===== config.mk =====
export PLATFORM = sky130hd
export DESIGN_NAME = req_triage
export DESIGN_NICKNAME = d
export VERILOG_FILES = /design/src/rtl/triage_pkg.sv /design/src/rtl/triage_side_sel.sv /design/src/rtl/triage_decide.sv /design/src/rtl/triage_evt_reg.sv /design/src/rtl/req_triage.sv
export SDC_FILE = /design/constraint.sdc
export NUM_CORES = 1
export LEC_CHECK = 0
export ABC_AREA = 1
export BUFFER_PORTS_ARGS = -buffer_cell sky130_fd_sc_hd__buf_2
export CORE_MARGIN = 1.5
export CORE_UTILIZATION = 40
export DETAILED_ROUTE_END_ITERATION = 10
export PLACE_DENSITY = 0.84
export SYNTH_ARGS = -nofsm -noshare
export SYNTH_HDL_FRONTEND = slang
export SYNTH_SLANG_ARGS = --single-unit

===== constraint.sdc =====
create_clock -name clk -period 1.8 [get_ports clk]
set_clock_uncertainty 0.1 [all_clocks]
set_input_delay 0.36 -clock clk [delete_from_list [all_inputs] [get_ports clk]]
set_output_delay 0.36 -clock clk [all_outputs]
set_load 0.05 [all_outputs]

===== src/rtl/triage_pkg.sv =====
`timescale 1ns/1ps
package triage_pkg;

    typedef enum logic [1:0] {
        RQ_LOAD   = 2'd0,
        RQ_STORE  = 2'd1,
        RQ_IFETCH = 2'd2,
        RQ_RSVD   = 2'd3
    } req_kind_e;

    typedef enum logic [2:0] {
        EV_LOAD      = 3'd0,
        EV_STORE     = 3'd1,
        EV_IFETCH    = 3'd2,
        EV_L1_TO_L2  = 3'd3,
        EV_L2_TO_L1I = 3'd4,
        EV_L2_TO_L1D = 3'd5,
        EV_L2_REPL   = 3'd6
    } evt_e;

    // flags of one first-level array, already steered to a side
    typedef struct packed {
        logic hit;
        logic room;
    } l1_flags_t;

    function automatic evt_e demand_of(input req_kind_e k);
        case (k)
            RQ_STORE:  return EV_STORE;
            RQ_IFETCH: return EV_IFETCH;
            default:   return EV_LOAD;
        endcase
    endfunction

    function automatic logic is_demand(input evt_e e);
        return (e == EV_LOAD) || (e == EV_STORE) || (e == EV_IFETCH);
    endfunction

endpackage


===== src/rtl/triage_side_sel.sv =====
`timescale 1ns/1ps
module triage_side_sel
    import triage_pkg::*;
#(
    parameter int AW = 32
) (
    input  logic          is_instr,
    input  logic          il1_hit,
    input  logic          il1_room,
    input  logic [AW-1:0] il1_victim,
    input  logic          dl1_hit,
    input  logic          dl1_room,
    input  logic [AW-1:0] dl1_victim,
    output l1_flags_t     own,
    output logic [AW-1:0] own_victim,
    output logic          other_hit
);
    l1_flags_t i_flags;
    l1_flags_t d_flags;

    assign i_flags = '{hit: il1_hit, room: il1_room};
    assign d_flags = '{hit: dl1_hit, room: dl1_room};

    always_comb begin
        if (is_instr) begin
            own        = i_flags;
            own_victim = il1_victim;
            other_hit  = d_flags.hit;
        end else begin
            own        = d_flags;
            own_victim = dl1_victim;
            other_hit  = i_flags.hit;
        end
    end
endmodule


===== src/rtl/triage_decide.sv =====
`timescale 1ns/1ps
module triage_decide
    import triage_pkg::*;
#(
    parameter int AW = 32
) (
    input  logic          is_instr,
    input  req_kind_e     kind,
    input  logic [AW-1:0] addr,
    input  l1_flags_t     own,
    input  logic [AW-1:0] own_victim,
    input  logic          other_hit,
    input  logic          l2_hit,
    input  logic          l2_room_req,
    input  logic [AW-1:0] l2_victim_req,
    input  logic          l2_room_vic,
    input  logic [AW-1:0] l2_victim_vic,
    output evt_e          evt,
    output logic [AW-1:0] evt_addr
);
    always_comb begin
        evt      = demand_of(kind);
        evt_addr = addr;
        if (other_hit) begin
            // wrong first-level copy must leave before anything else
            if (l2_room_req) begin
                evt      = EV_L1_TO_L2;
                evt_addr = addr;
            end else begin
                evt      = EV_L2_REPL;
                evt_addr = l2_victim_req;
            end
        end else if (own.hit) begin
            evt      = demand_of(kind);
            evt_addr = addr;
        end else if (own.room) begin
            if (l2_hit) begin
                evt      = is_instr ? EV_L2_TO_L1I : EV_L2_TO_L1D;
                evt_addr = addr;
            end else begin
                evt      = demand_of(kind);
                evt_addr = addr;
            end
        end else if (l2_room_vic) begin
            evt      = EV_L1_TO_L2;
            evt_addr = own_victim;
        end else begin
            evt      = EV_L2_REPL;
            evt_addr = l2_victim_vic;
        end
    end
endmodule


===== src/rtl/triage_evt_reg.sv =====
`timescale 1ns/1ps
module triage_evt_reg
    import triage_pkg::*;
#(
    parameter int AW = 32
) (
    input  logic          clk,
    input  logic          rst,
    input  logic          eval,
    input  evt_e          evt_d,
    input  logic [AW-1:0] addr_d,
    output logic          valid_q,
    output evt_e          evt_q,
    output logic [AW-1:0] addr_q,
    output logic          hold_q
);
    always_ff @(posedge clk) begin
        if (rst) begin
            valid_q <= 1'b0;
            evt_q   <= EV_LOAD;
            addr_q  <= '0;
            hold_q  <= 1'b0;
        end else begin
            valid_q <= eval;
            hold_q  <= eval && !is_demand(evt_d);
            if (eval) begin
                evt_q  <= evt_d;
                addr_q <= addr_d;
            end
        end
    end
endmodule


===== src/rtl/req_triage.sv =====
`timescale 1ns/1ps
module req_triage
    import triage_pkg::*;
#(
    parameter int AW = 32
) (
    input  logic          clk,
    input  logic          rst,
    input  logic          req_valid,
    output logic          req_ready,
    input  logic [AW-1:0] req_addr,
    input  logic          req_instr,
    input  logic [1:0]    req_kind,
    input  logic          il1_hit,
    input  logic          il1_room,
    input  logic [AW-1:0] il1_victim,
    input  logic          dl1_hit,
    input  logic          dl1_room,
    input  logic [AW-1:0] dl1_victim,
    input  logic          l2_hit,
    input  logic          l2_room_req,
    input  logic [AW-1:0] l2_victim_req,
    input  logic          l2_room_vic,
    input  logic [AW-1:0] l2_victim_vic,
    output logic          evt_valid,
    output logic [2:0]    evt_code,
    output logic [AW-1:0] evt_addr
);
    l1_flags_t     own;
    logic [AW-1:0] own_victim;
    logic          other_hit;
    evt_e          evt_d;
    evt_e          evt_q;
    logic [AW-1:0] addr_d;
    logic          hold_q;
    logic          eval;

    triage_side_sel #(.AW(AW)) u_sel (
        .is_instr   (req_instr),
        .il1_hit    (il1_hit),
        .il1_room   (il1_room),
        .il1_victim (il1_victim),
        .dl1_hit    (dl1_hit),
        .dl1_room   (dl1_room),
        .dl1_victim (dl1_victim),
        .own        (own),
        .own_victim (own_victim),
        .other_hit  (other_hit)
    );

    triage_decide #(.AW(AW)) u_dec (
        .is_instr      (req_instr),
        .kind          (req_kind_e'(req_kind)),
        .addr          (req_addr),
        .own           (own),
        .own_victim    (own_victim),
        .other_hit     (other_hit),
        .l2_hit        (l2_hit),
        .l2_room_req   (l2_room_req),
        .l2_victim_req (l2_victim_req),
        .l2_room_vic   (l2_room_vic),
        .l2_victim_vic (l2_victim_vic),
        .evt           (evt_d),
        .evt_addr      (addr_d)
    );

    // a cycle after a preparatory event is left idle for the arrays to settle
    assign eval      = req_valid && !hold_q;
    assign req_ready = eval && is_demand(evt_d);

    triage_evt_reg #(.AW(AW)) u_out (
        .clk     (clk),
        .rst     (rst),
        .eval    (eval),
        .evt_d   (evt_d),
        .addr_d  (addr_d),
        .valid_q (evt_valid),
        .evt_q   (evt_q),
        .addr_q  (evt_addr),
        .hold_q  (hold_q)
    );

    assign evt_code = evt_q;
endmodule


==> impl_metrics.py, run 1 <==
metrics = {
    "floorplanning": {
        "die_area_um2": 7398,
        "core_area_um2": 6719,
        "die_w_um": 86.01,
        "num_rows": 30,
        "num_io_pins": 210,
        "die_h_um": 86.01,
        "start_util_pct": 41.02,
    },
    "outcome": {
        "status": "complete, but fails checks",
        "failed_checks": "setup timing",
    },
    "cts": {
        "cts_root_buf": "clkbuf_8",
        "clk_latency_ns": 0.29,
        "cts-htree-levels": 2,
        "cts_buffers": 5,
        "cts_tree": "yes",
        "clockBufferDepth": 2,
        "cts.sinks": 37,
        "path_clk_slew_ns": 0.07,
    },
    "synth": {
        "ys.flop_type": "dfxtp_1",
        "synthCells": 451,
        "syn_area_per_cell_um2": 6.112,
        "synth_edf_count": 0,
        "synth_seq_cells": 37,
        "async_flop_share_pct": 0,
        "ys_seq_area_share_pct": 26.87,
        "synth_area_um2": 2756,
        "yosysUniqueCellTypes": 20,
        "yosysTopAreaCell": "dfxtp_1",
        "ys_warn_count": 0,
        "synthTopCellsByArea": "dfxtp_1 27%, nand2_1 15%, o21ai_0 12%, nor3_1 12%, nor3b_1 8.7%",
        "synth_top_area_share_pct": 26.87,
        "syn_nets": 624,
    },
    "worst_setup_path": {
        "worstPathCellList": "buf_12, inv_8, nand2_4, nand3_4, nor2_4, nor2_2, nand2_1, nand2_2, nand2_2, nand2_2, nand2_2, nor2_4, buf_8",
        "crit_required_ns": 1.34,
        "path_common_cell": "nand2_2",
        "worstPathMaxFanout": 7,
        "crit_path_max_incr_delay_ns": 0.15,
        "crit_slowest_cell": "buf_8",
        "cp-end-kind": "output port",
        "critPathBufInv": 3,
        "critPathTopFamily": "simple AND/OR/NAND/NOR gates",
        "cp.arrival_ns": 1.46,
        "startpoint_type": "primary input",
        "critPathKind": "in2out",
    },
    "layout": {
        "multi_input_area_um2": 1846,
        "n_antenna_cell": 0,
        "drive_gt1_share_pct": 41.34,
        "nFillCells": 631,
        "seqCellArea_um2": 740.7,
        "area_growth_pct": 51.75,
        "postLayoutCoreUtil_pct": 62.25,
        "final_nets": 830,
    },
    "route": {
        "vias_per_cell": 5.458,
        "drc_errors": 0,
        "wirelength_mm": 11.32,
        "ant_nets": 0,
        "drt_iter0_drc": 223,
        "drt-pass1-iter-count": 4,
        "avgRoutedWirePerCell_um": 15.34,
        "vias": 4028,
    },
    "global_routing": {
        "grt_overflow_total": 0,
        "met3_usage_pct": 5.871,
        "grt_max_degree": 65,
        "use_met1_pct": 34.82,
        "grt_pass1_vias": 3789,
        "grt_pass1_wl_mm": 17.51,
        "grt_use_met2_pct": 51.68,
        "grtUsageTotal_pct": 29.67,
        "grt_most_used_layer": "met2",
        "antenna_found_initial": 0,
    },
    "pwr": {
        "p_int_uw": 1785,
        "p_per_area_nw_per_um2": 695.5,
        "clockPowerShare_pct": 26.4,
        "p_sw_uw": 1124,
        "netSwitchingFraction_pct": 38.64,
        "combPwrFrac_pct": 41.5,
        "pwr-share-seq_pct": 32.1,
        "ir_worst_vdd_mv": 0.4642,
        "power_leakage_uw": 0.002090,
    },
    "run": {
        "cap_viol_max_count": 0,
    },
    "place": {
        "gp_congestion": 0.8726,
        "io_buffer_count": 209,
        "dp_hpwl_mm": 8.299,
    },
    "min_path": {
        "holdCritPathClass": "in2reg",
    },
    "timing": {
        "post-route-period-util_pct": 106.5,
        "max_freq_ghz": 0.5217,
        "setup_tns_ns": -0.1169,
        "setup_viol": 1,
        "whs_ns": 0.2018,
        "setup_ws_ns": -0.1169,
        "slew_headroom_pct": 62.15,
        "slew_viol_final": 0,
        "finalHoldViolations": 0,
        "grt_setup_unrepaired": "yes",
        "worstMarginPinSlew_ns": 0.5678,
        "period_minus_slack_ns": 1.917,
    },
}
[final timing paths]
path                                  startpoint                to  slack (ns)  cells past startpoint
worst max-delay path                   req_instr         req_ready       -0.12                     13
worst min-delay path                         rst     u_out.valid_q        0.20                      2
worst min register to register  u_out.addr_q[19]  u_out.addr_q[19]        0.44                      2
worst max register to register      u_out.hold_q  u_out.addr_q[29]        0.47                      5
[area by class of cell]
class                      count  area share [%]
multi-input combinational    362           44.12
timing repair buffer         238           31.50
sequential                    37           17.71
tap                           80           2.393
clock buffer                   6           1.974
inverter                      13           1.406
clock inverter                 2          0.8974
[Yosys cell counts, types with 3 or more instances]
master    instances
nor3_1           64
clkbuf_1         19
nand3_1          37
nor3b_1          32
inv_1            10
a21oi_1          34
nand2_1         112
o21ai_0          68
dfxtp_1          37
buf_6             4
buf_2            11
inv_2             3
buf_4             4
nor2_1           10
[per-stage QoR]
stage | std cells | cell area [um^2] | total power (uW) | setup WS (ns)
after floorplan | 451 | 2773 | 1680 | -0.09189
after global placement | 724 | 3908 | 2064 | -0.2650
after CTS | 736 | 4133 | 2896 | -0.07484
after global routing | 738 | 4183 | 3060 | -0.1868
after detailed placement | 724 | 3908 | 2096 | -0.3843
final | 738 | 4183 | 2909 | -0.1169
[layer usage]
metal	vias up	routed length (um)
met1	1819	4448
met3	30	884
li1	1960	-
met5	-	0
met2	219	5624
met4	0	365
[power by group through the flow]
stage	clock (uW)	combinational, uW	sequential [uW]
finish	769	1210	933
global route	821	1300	941
CTS	780	1180	932
detailed placement	0	1150	950
global placement	0	1120	947
floorplan	0	466	1210
[state kept, by name (all words and copies together), names as in the netlist]
| register | flops |
|---|---|
| u_out.hold_q | 1 |
| u_out.addr_q | 32 |
| u_out.valid_q | 1 |
| u_out.evt_q | 3 |
[repair_timing]
item	CTS	global route
endpoints found under the hold margin	0	0
gates cloned	0	0
gates resized for setup	23	10
endpoints found under the setup margin	1	1
buffers inserted	4	2
hold buffers	0	0
pin swaps	7	9
[kinds of logic after synthesis]
family	count (synthesis)	share of synthesized area [%]
buffers and inverters	52	9.215
AO/OA/AOI/OAI	104	19.38
AND/OR/NAND/NOR	258	44.53
flip-flops	37	26.87
[cells in the final DEF (no fill, tap or decap), types with 6 or more instances in the layout]
cell type,count
nor2_1,7
nor3b_1,32
dfxtp_1,37
a21oi_1,34
nand2_1,102
nand3_1,33
inv_1,9
clkbuf_8,6
buf_4,26
nor3_1,64
buf_2,207
o21ai_0,67
nand2_2,9
Power figures use the tool's default switching activity.
==> run 2: changes to the inputs <==
--- a/config.mk
+++ b/config.mk
@@ -10,7 +10,9 @@
 export CORE_MARGIN = 1.5
 export CORE_UTILIZATION = 40
 export DETAILED_ROUTE_END_ITERATION = 10
+export MAX_ROUTING_LAYER = met4
 export PLACE_DENSITY = 0.84
+export REMOVE_ABC_BUFFERS = 1
 export SYNTH_ARGS = -nofsm -noshare
 export SYNTH_HDL_FRONTEND = slang
 export SYNTH_SLANG_ARGS = --single-unit
==> run 2 against run 1 <==
Effect of this change: sequential power about the same; die area unchanged; flip-flop and latch count is the same; global-route usage down 0.57 points; design area increased by 0.33%; the flow still finishes with violations (setup timing); register-to-register slack is essentially flat; count of clock-buffer cells in the layout up 1; hold slack improved by 0.0030 ns; first-iteration DRC count increased by 1.8%; via count up 0.52%; total power fell by 1.0%; non-clock buffer count is 1 higher.
==> impl_metrics.py, run 2 (synthesized netlist as in run 1, its figures left out) <==
metrics = {
    "timing": {
        "max_freq_ghz": 0.5229,
        "period_minus_slack_ns": 1.912,
        "finalHoldViolations": 0,
        "setup_viol": 1,
        "slew_headroom_pct": 72.41,
        "grt_setup_unrepaired": "yes",
        "setup_ws_ns": -0.1124,
        "setup_tns_ns": -0.1124,
        "post-route-period-util_pct": 106.2,
        "slew_viol_final": 0,
        "worstMarginPinSlew_ns": 0.4139,
    },
    "floorplanning": {
        "start_util_pct": 41.02,
        "die_h_um": 86.01,
        "die_w_um": 86.01,
        "num_io_pins": 210,
        "core_area_um2": 6719,
        "num_rows": 30,
        "die_area_um2": 7398,
    },
    "layout": {
        "area_growth_pct": 52.25,
        "multi_input_area_um2": 1853,
        "drive_gt1_share_pct": 41.12,
        "reg.largest.list": "u_out.addr_q x32, u_out.evt_q x3",
        "seqCellArea_um2": 740.7,
        "largest_register_ffs": 32,
        "final_common_cell": "buf_2",
        "top_register": "u_out.addr_q",
        "final_cell_mix": "207 x buf_2, 102 x nand2_1, 67 x o21ai_0, 64 x nor3_1, 37 x dfxtp_1",
        "final_nets": 831,
        "nFillCells": 642,
        "n_antenna_cell": 0,
    },
    "global_routing": {
        "grtUsageTotal_pct": 29.10,
        "grt_pass1_vias": 3811,
        "antenna_found_initial": 0,
        "grt_max_degree": 39,
        "grt_overflow_total": 0,
        "grt_pass1_wl_mm": 16.99,
    },
    "worst_setup_path": {
        "cp-end-kind": "output port",
        "critPathBufInv": 3,
        "r2r_end": "u_out.addr_q[26]",
        "cp.arrival_ns": 1.45,
        "worstReg2RegStart": "u_out.hold_q",
        "crit_path_max_incr_delay_ns": 0.16,
        "critPathKind": "in2out",
        "critPathTopFamily": "simple AND/OR/NAND/NOR gates",
        "crit_slowest_cell": "buf_6",
        "crit_path_end": "req_ready",
        "startpoint_type": "primary input",
        "worstPathCellList": "buf_12, clkinv_8, nand2_4, nand3_2, nor2_1, nor2_1, nand2_1, nand2_1, nand2_2, nand2_2, nand2_2, nor2_2, buf_6",
        "crit_required_ns": 1.34,
        "path_common_cell": "nand2_2",
        "cp_num_cells": 13,
        "ff2ff_path_depth": 5,
        "startpoint": "req_instr",
        "reg2reg_setup_slack_ns": 0.47,
        "worstPathMaxFanout": 7,
    },
    "pwr": {
        "p_sw_uw": 1097,
        "ir_worst_vdd_mv": 0.3385,
        "power_leakage_uw": 0.002100,
        "pwr-share-seq_pct": 32.4,
        "p_per_area_nw_per_um2": 686.0,
        "netSwitchingFraction_pct": 38.10,
        "clockPowerShare_pct": 26.1,
        "power_uw": 2879,
        "p_int_uw": 1782,
        "combPwrFrac_pct": 41.4,
    },
    "place": {
        "gp_congestion": 0.8764,
        "io_buffer_count": 209,
        "dp_slack_ns": -0.3384,
        "dp_hpwl_mm": 7.915,
    },
    "route": {
        "drc_errors": 0,
        "drt-pass1-iter-count": 6,
        "avgRoutedWirePerCell_um": 14.84,
        "vias_per_cell": 5.479,
        "ant_nets": 0,
        "vias": 4049,
        "drt_iter0_drc": 227,
        "wirelength_mm": 10.97,
    },
    "outcome": {
        "status": "complete, but fails checks",
        "failed_checks": "setup timing",
    },
    "cts": {
        "cts-htree-levels": 2,
        "cts_buffers": 5,
        "cts_root_buf": "clkbuf_8",
        "clockBufferDepth": 2,
        "cts.sinks": 37,
        "cts_tree": "yes",
        "hold_buffers": 0,
        "clk_latency_ns": 0.29,
        "path_clk_slew_ns": 0.08,
    },
    "run": {
        "cap_viol_max_count": 0,
    },
    "min_path": {
        "holdCritPathClass": "in2reg",
        "worst_hold_startpoint": "rst",
    },
}
-- run 2: worst register-to-register path: stages, from the launching register on --
cell and delay (ns):
dfxtp_1 0.31, nor2_2 0.13, inv_2 0.05, buf_4 0.24
nor3_1 0.29, a21oi_1 0.10
-- run 2: final cells by class --
| class | count | area share [%] |
|---|---|---|
| multi-input combinational | 362 | 44.16 |
| timing repair buffer | 239 | 31.57 |
| sequential | 37 | 17.65 |
| tap | 80 | 2.385 |
| clock buffer | 7 | 2.057 |
| inverter | 13 | 1.461 |
| clock inverter | 1 | 0.7156 |
-- run 2: stage by stage --
stage | instances | instance area (um^2) | hold slack, ns | util (%)
global route | 739 | 4197 | 0.1939 | 62.46
global placement | 725 | 3902 | 0.4173 | 58.08
detailed placement | 725 | 3902 | 0.4262 | 58.08
CTS | 734 | 4103 | 0.1850 | 61.06
floorplan | 412 | 2551 | 0.3439 | -
finish | 739 | 4197 | 0.2048 | 62.46
-- run 2: power by group through the flow --
stage          clock [uW]  combinational [uW]  sequential [uW]
2_1_floorplan           0                 377             1210
3_3_place_gp            0                1100              949
3_5_place_dp            0                1130              950
4_1_cts               763                1150              933
5_1_grt               804                1280              942
6_report              752                1190              934
-- run 2: how the worst min path moves through the flow --
stage	to	cells past startpoint	slack, ns
floorplan	u_out.valid_q	1	0.34
global placement	u_out.addr_q[23]	2	0.42
detailed placement	u_out.addr_q[2]	2	0.43
CTS	u_out.valid_q	2	0.18
global route	u_out.valid_q	2	0.19
finish	u_out.valid_q	2	0.20
-- run 2: routing by layer --
metal | track usage, % | vias up | part of all wire, %
met5 | - | - | 0
met4 | 12.61 | 0 | 2.8
met3 | 6.545 | 35 | 7.6
met2 | 50.39 | 232 | 50
met1 | 32.00 | 1822 | 40
li1 | - | 1960 | -
-- run 2: repair_timing --
action	4_1_cts	5_1_grt
gates resized for setup	23	15
setup buffers	1	5
setup endpoints to repair	1	1
pin swaps	4	8
==> run 3: changes to the inputs <==
--- a/config.mk
+++ b/config.mk
@@ -8,10 +8,11 @@
 export ABC_AREA = 1
 export BUFFER_PORTS_ARGS = -buffer_cell sky130_fd_sc_hd__buf_2
 export CORE_MARGIN = 1.5
-export CORE_UTILIZATION = 40
+export CORE_UTILIZATION = 28
 export DETAILED_ROUTE_END_ITERATION = 10
 export MAX_ROUTING_LAYER = met4
-export PLACE_DENSITY = 0.84
+export PLACE_DENSITY = 0.64
+export RECOVER_POWER = 100
 export REMOVE_ABC_BUFFERS = 1
 export SYNTH_ARGS = -nofsm -noshare
 export SYNTH_HDL_FRONTEND = slang
==> run 3 against run 2 <==
Effect of this change: the run still ends with setup timing left; first-iteration DRC count decreased by 41%; routed wire length increased by 1.0%; sequential share of layout area decreased by 0.26 points; global-route usage decreased by 8.5 points; design area increased by 1.5%; largest cell class unchanged; highest routed layer unchanged.
==> impl_metrics.py, run 3 (synthesized netlist as in run 1, its figures left out) <==
metrics = {
    "layout": {
        "nFillCells": 1088,
        "final_common_cell": "buf_2",
        "final_nets": 843,
        "n_antenna_cell": 0,
        "final_cell_mix": "171 x buf_2, 102 x nand2_1, 66 x o21ai_0, 64 x nor3_1",
        "drive_gt1_share_pct": 36.87,
        "reg.largest.list": "u_out.addr_q x32, u_out.evt_q x3",
        "fin_cells": 803,
        "stdcell_area_um2": 4259,
        "top_register": "u_out.addr_q",
        "area_growth_pct": 54.52,
        "largest_register_ffs": 32,
    },
    "place": {
        "place_inst": 777,
        "dp_slack_ns": -0.3505,
        "dp_hpwl_mm": 8.126,
        "gp_congestion": 0.8425,
        "io_buffer_count": 209,
        "dpl-instance-area_um2": 3961,
    },
    "route": {
        "ant_nets": 0,
        "wirelength_mm": 11.08,
        "drt_iter0_drc": 133,
        "avgRoutedWirePerCell_um": 13.80,
        "vias": 3953,
        "vias_per_cell": 4.923,
        "drc_errors": 0,
        "drt-pass1-iter-count": 4,
    },
    "timing": {
        "setup_viol": 3,
        "post-route-period-util_pct": 107.9,
        "slew_viol_final": 0,
        "finalHoldViolations": 0,
        "worstMarginPinSlew_ns": 0.7983,
        "grt_setup_unrepaired": "yes",
        "slew_headroom_pct": 46.78,
        "setup_ws_ns": -0.1427,
        "max_freq_ghz": 0.5147,
        "period_minus_slack_ns": 1.943,
        "whs_ns": 0.2002,
    },
    "worst_setup_path": {
        "startpoint": "req_instr",
        "cp.arrival_ns": 1.48,
        "cp-end-kind": "output port",
        "worstPathMaxFanout": 7,
        "ff2ff_path_depth": 5,
        "critPathKind": "in2out",
        "worstReg2RegStart": "u_out.hold_q",
        "crit_required_ns": 1.34,
        "reg2reg_setup_slack_ns": 0.16,
        "startpoint_type": "primary input",
        "r2r_end": "u_out.addr_q[18]",
        "worstPathCellList": "buf_12, buf_6, o21ai_4, inv_2, nand2_1, nand2_2, nand2_2, nand2_2, nor2_2, buf_6",
        "crit_path_end": "req_ready",
        "crit_path_max_incr_delay_ns": 0.19,
        "crit_slowest_cell": "o21ai_4",
        "path_common_cell": "nand2_2",
    },
    "global_routing": {
        "grt_overflow_total": 0,
        "grtUsageTotal_pct": 20.56,
        "grt_max_degree": 65,
        "grt_pass1_wl_mm": 16.49,
        "antenna_found_initial": 0,
        "grt_pass1_vias": 3577,
    },
    "floorplanning": {
        "num_rows": 36,
        "core_area_um2": 9639,
        "die_h_um": 102.2,
        "num_io_pins": 210,
        "die_w_um": 102.2,
        "start_util_pct": 28.60,
        "die_area_um2": 10450,
    },
    "cts": {
        "clk_latency_ns": 0.28,
        "clockBufferDepth": 2,
        "cts-htree-levels": 2,
        "cts_buffers": 5,
        "cts_tree": "yes",
        "cts.sinks": 37,
        "hold_buffers": 0,
        "path_clk_slew_ns": 0.07,
        "cts_root_buf": "clkbuf_8",
    },
    "outcome": {
        "failed_checks": "setup timing",
        "status": "complete, but fails checks",
    },
    "pwr": {
        "ir_worst_vdd_mv": 0.2751,
        "power_uw": 2742,
        "p_per_area_nw_per_um2": 643.7,
        "power_leakage_uw": 0.002007,
    },
    "min_path": {
        "hold_path_depth": 2,
        "holdCritPathClass": "in2reg",
    },
    "run": {
        "cap_viol_max_count": 0,
    },
}
run 3: cell types whose count changed in the layout (fill, tap and decap cells not counted), moves of 2 or more:
cell / change
buf_2: -36
clkbuf_1: +36
buf_4: +10
nand3_1: +2
nand3_2: -2
o21ai_2: +2
run 3: layer usage:
layer	GRT usage [%]	wire, um	up-vias
li1	-	-	1985
met1	22.87	4542	1781
met2	36.88	5642	163
met3	3.488	679	24
met4	7.271	215	0
met5	-	0	-
run 3: how the worst min path moves through the flow:
stage               slack (ns)             start               end
global route              0.19               rst     u_out.valid_q
floorplan                 0.34               rst     u_out.valid_q
global placement          0.42  u_out.addr_q[24]  u_out.addr_q[24]
finish                    0.20               rst     u_out.valid_q
detailed placement        0.43   u_out.addr_q[9]   u_out.addr_q[9]
CTS                       0.18               rst     u_out.valid_q
run 3: area by class of cell:
class	instances	area, um^2	area share, %
Clock buffer	7	86.33	2.027
Multi-Input combinational cell	362	1838	43.16
Tap cell	133	166.4	3.907
Timing Repair Buffer	251	1371	32.20
Sequential cell	37	740.7	17.39
Inverter	13	56.30	1.322
run 3: report_power, final:
group | total (uW) | internal [uW] | switching (uW)
clock | 589 | 304 | 285
sequential | 935 | 897 | 37.9
combinational | 1220 | 450 | 767
total | 2740 | 1650 | 1090
run 3: worst max-delay path: cells and delay by family:
kind / cells / cell delay [ns]
compound gates: 1 / 0.19
buf+inv: 4 / 0.50
simple gates: 5 / 0.43
run 3: what timing repair did:
item,CTS,global route
cloned,0,0
pin swaps,10,12
buffers inserted,19,1
endpoints found under the setup margin,1,3
gates resized for setup,29,9
run 3: through the flow:
step / util [%] / setup TNS (ns)
2_1_floorplan: - / -9.047
3_3_place_gp: 41.10 / -4.200
3_5_place_dp: 41.10 / -6.239
4_1_cts: 44.38 / -0.1651
5_1_grt: 44.18 / -0.5136
6_report: 44.18 / -0.3201
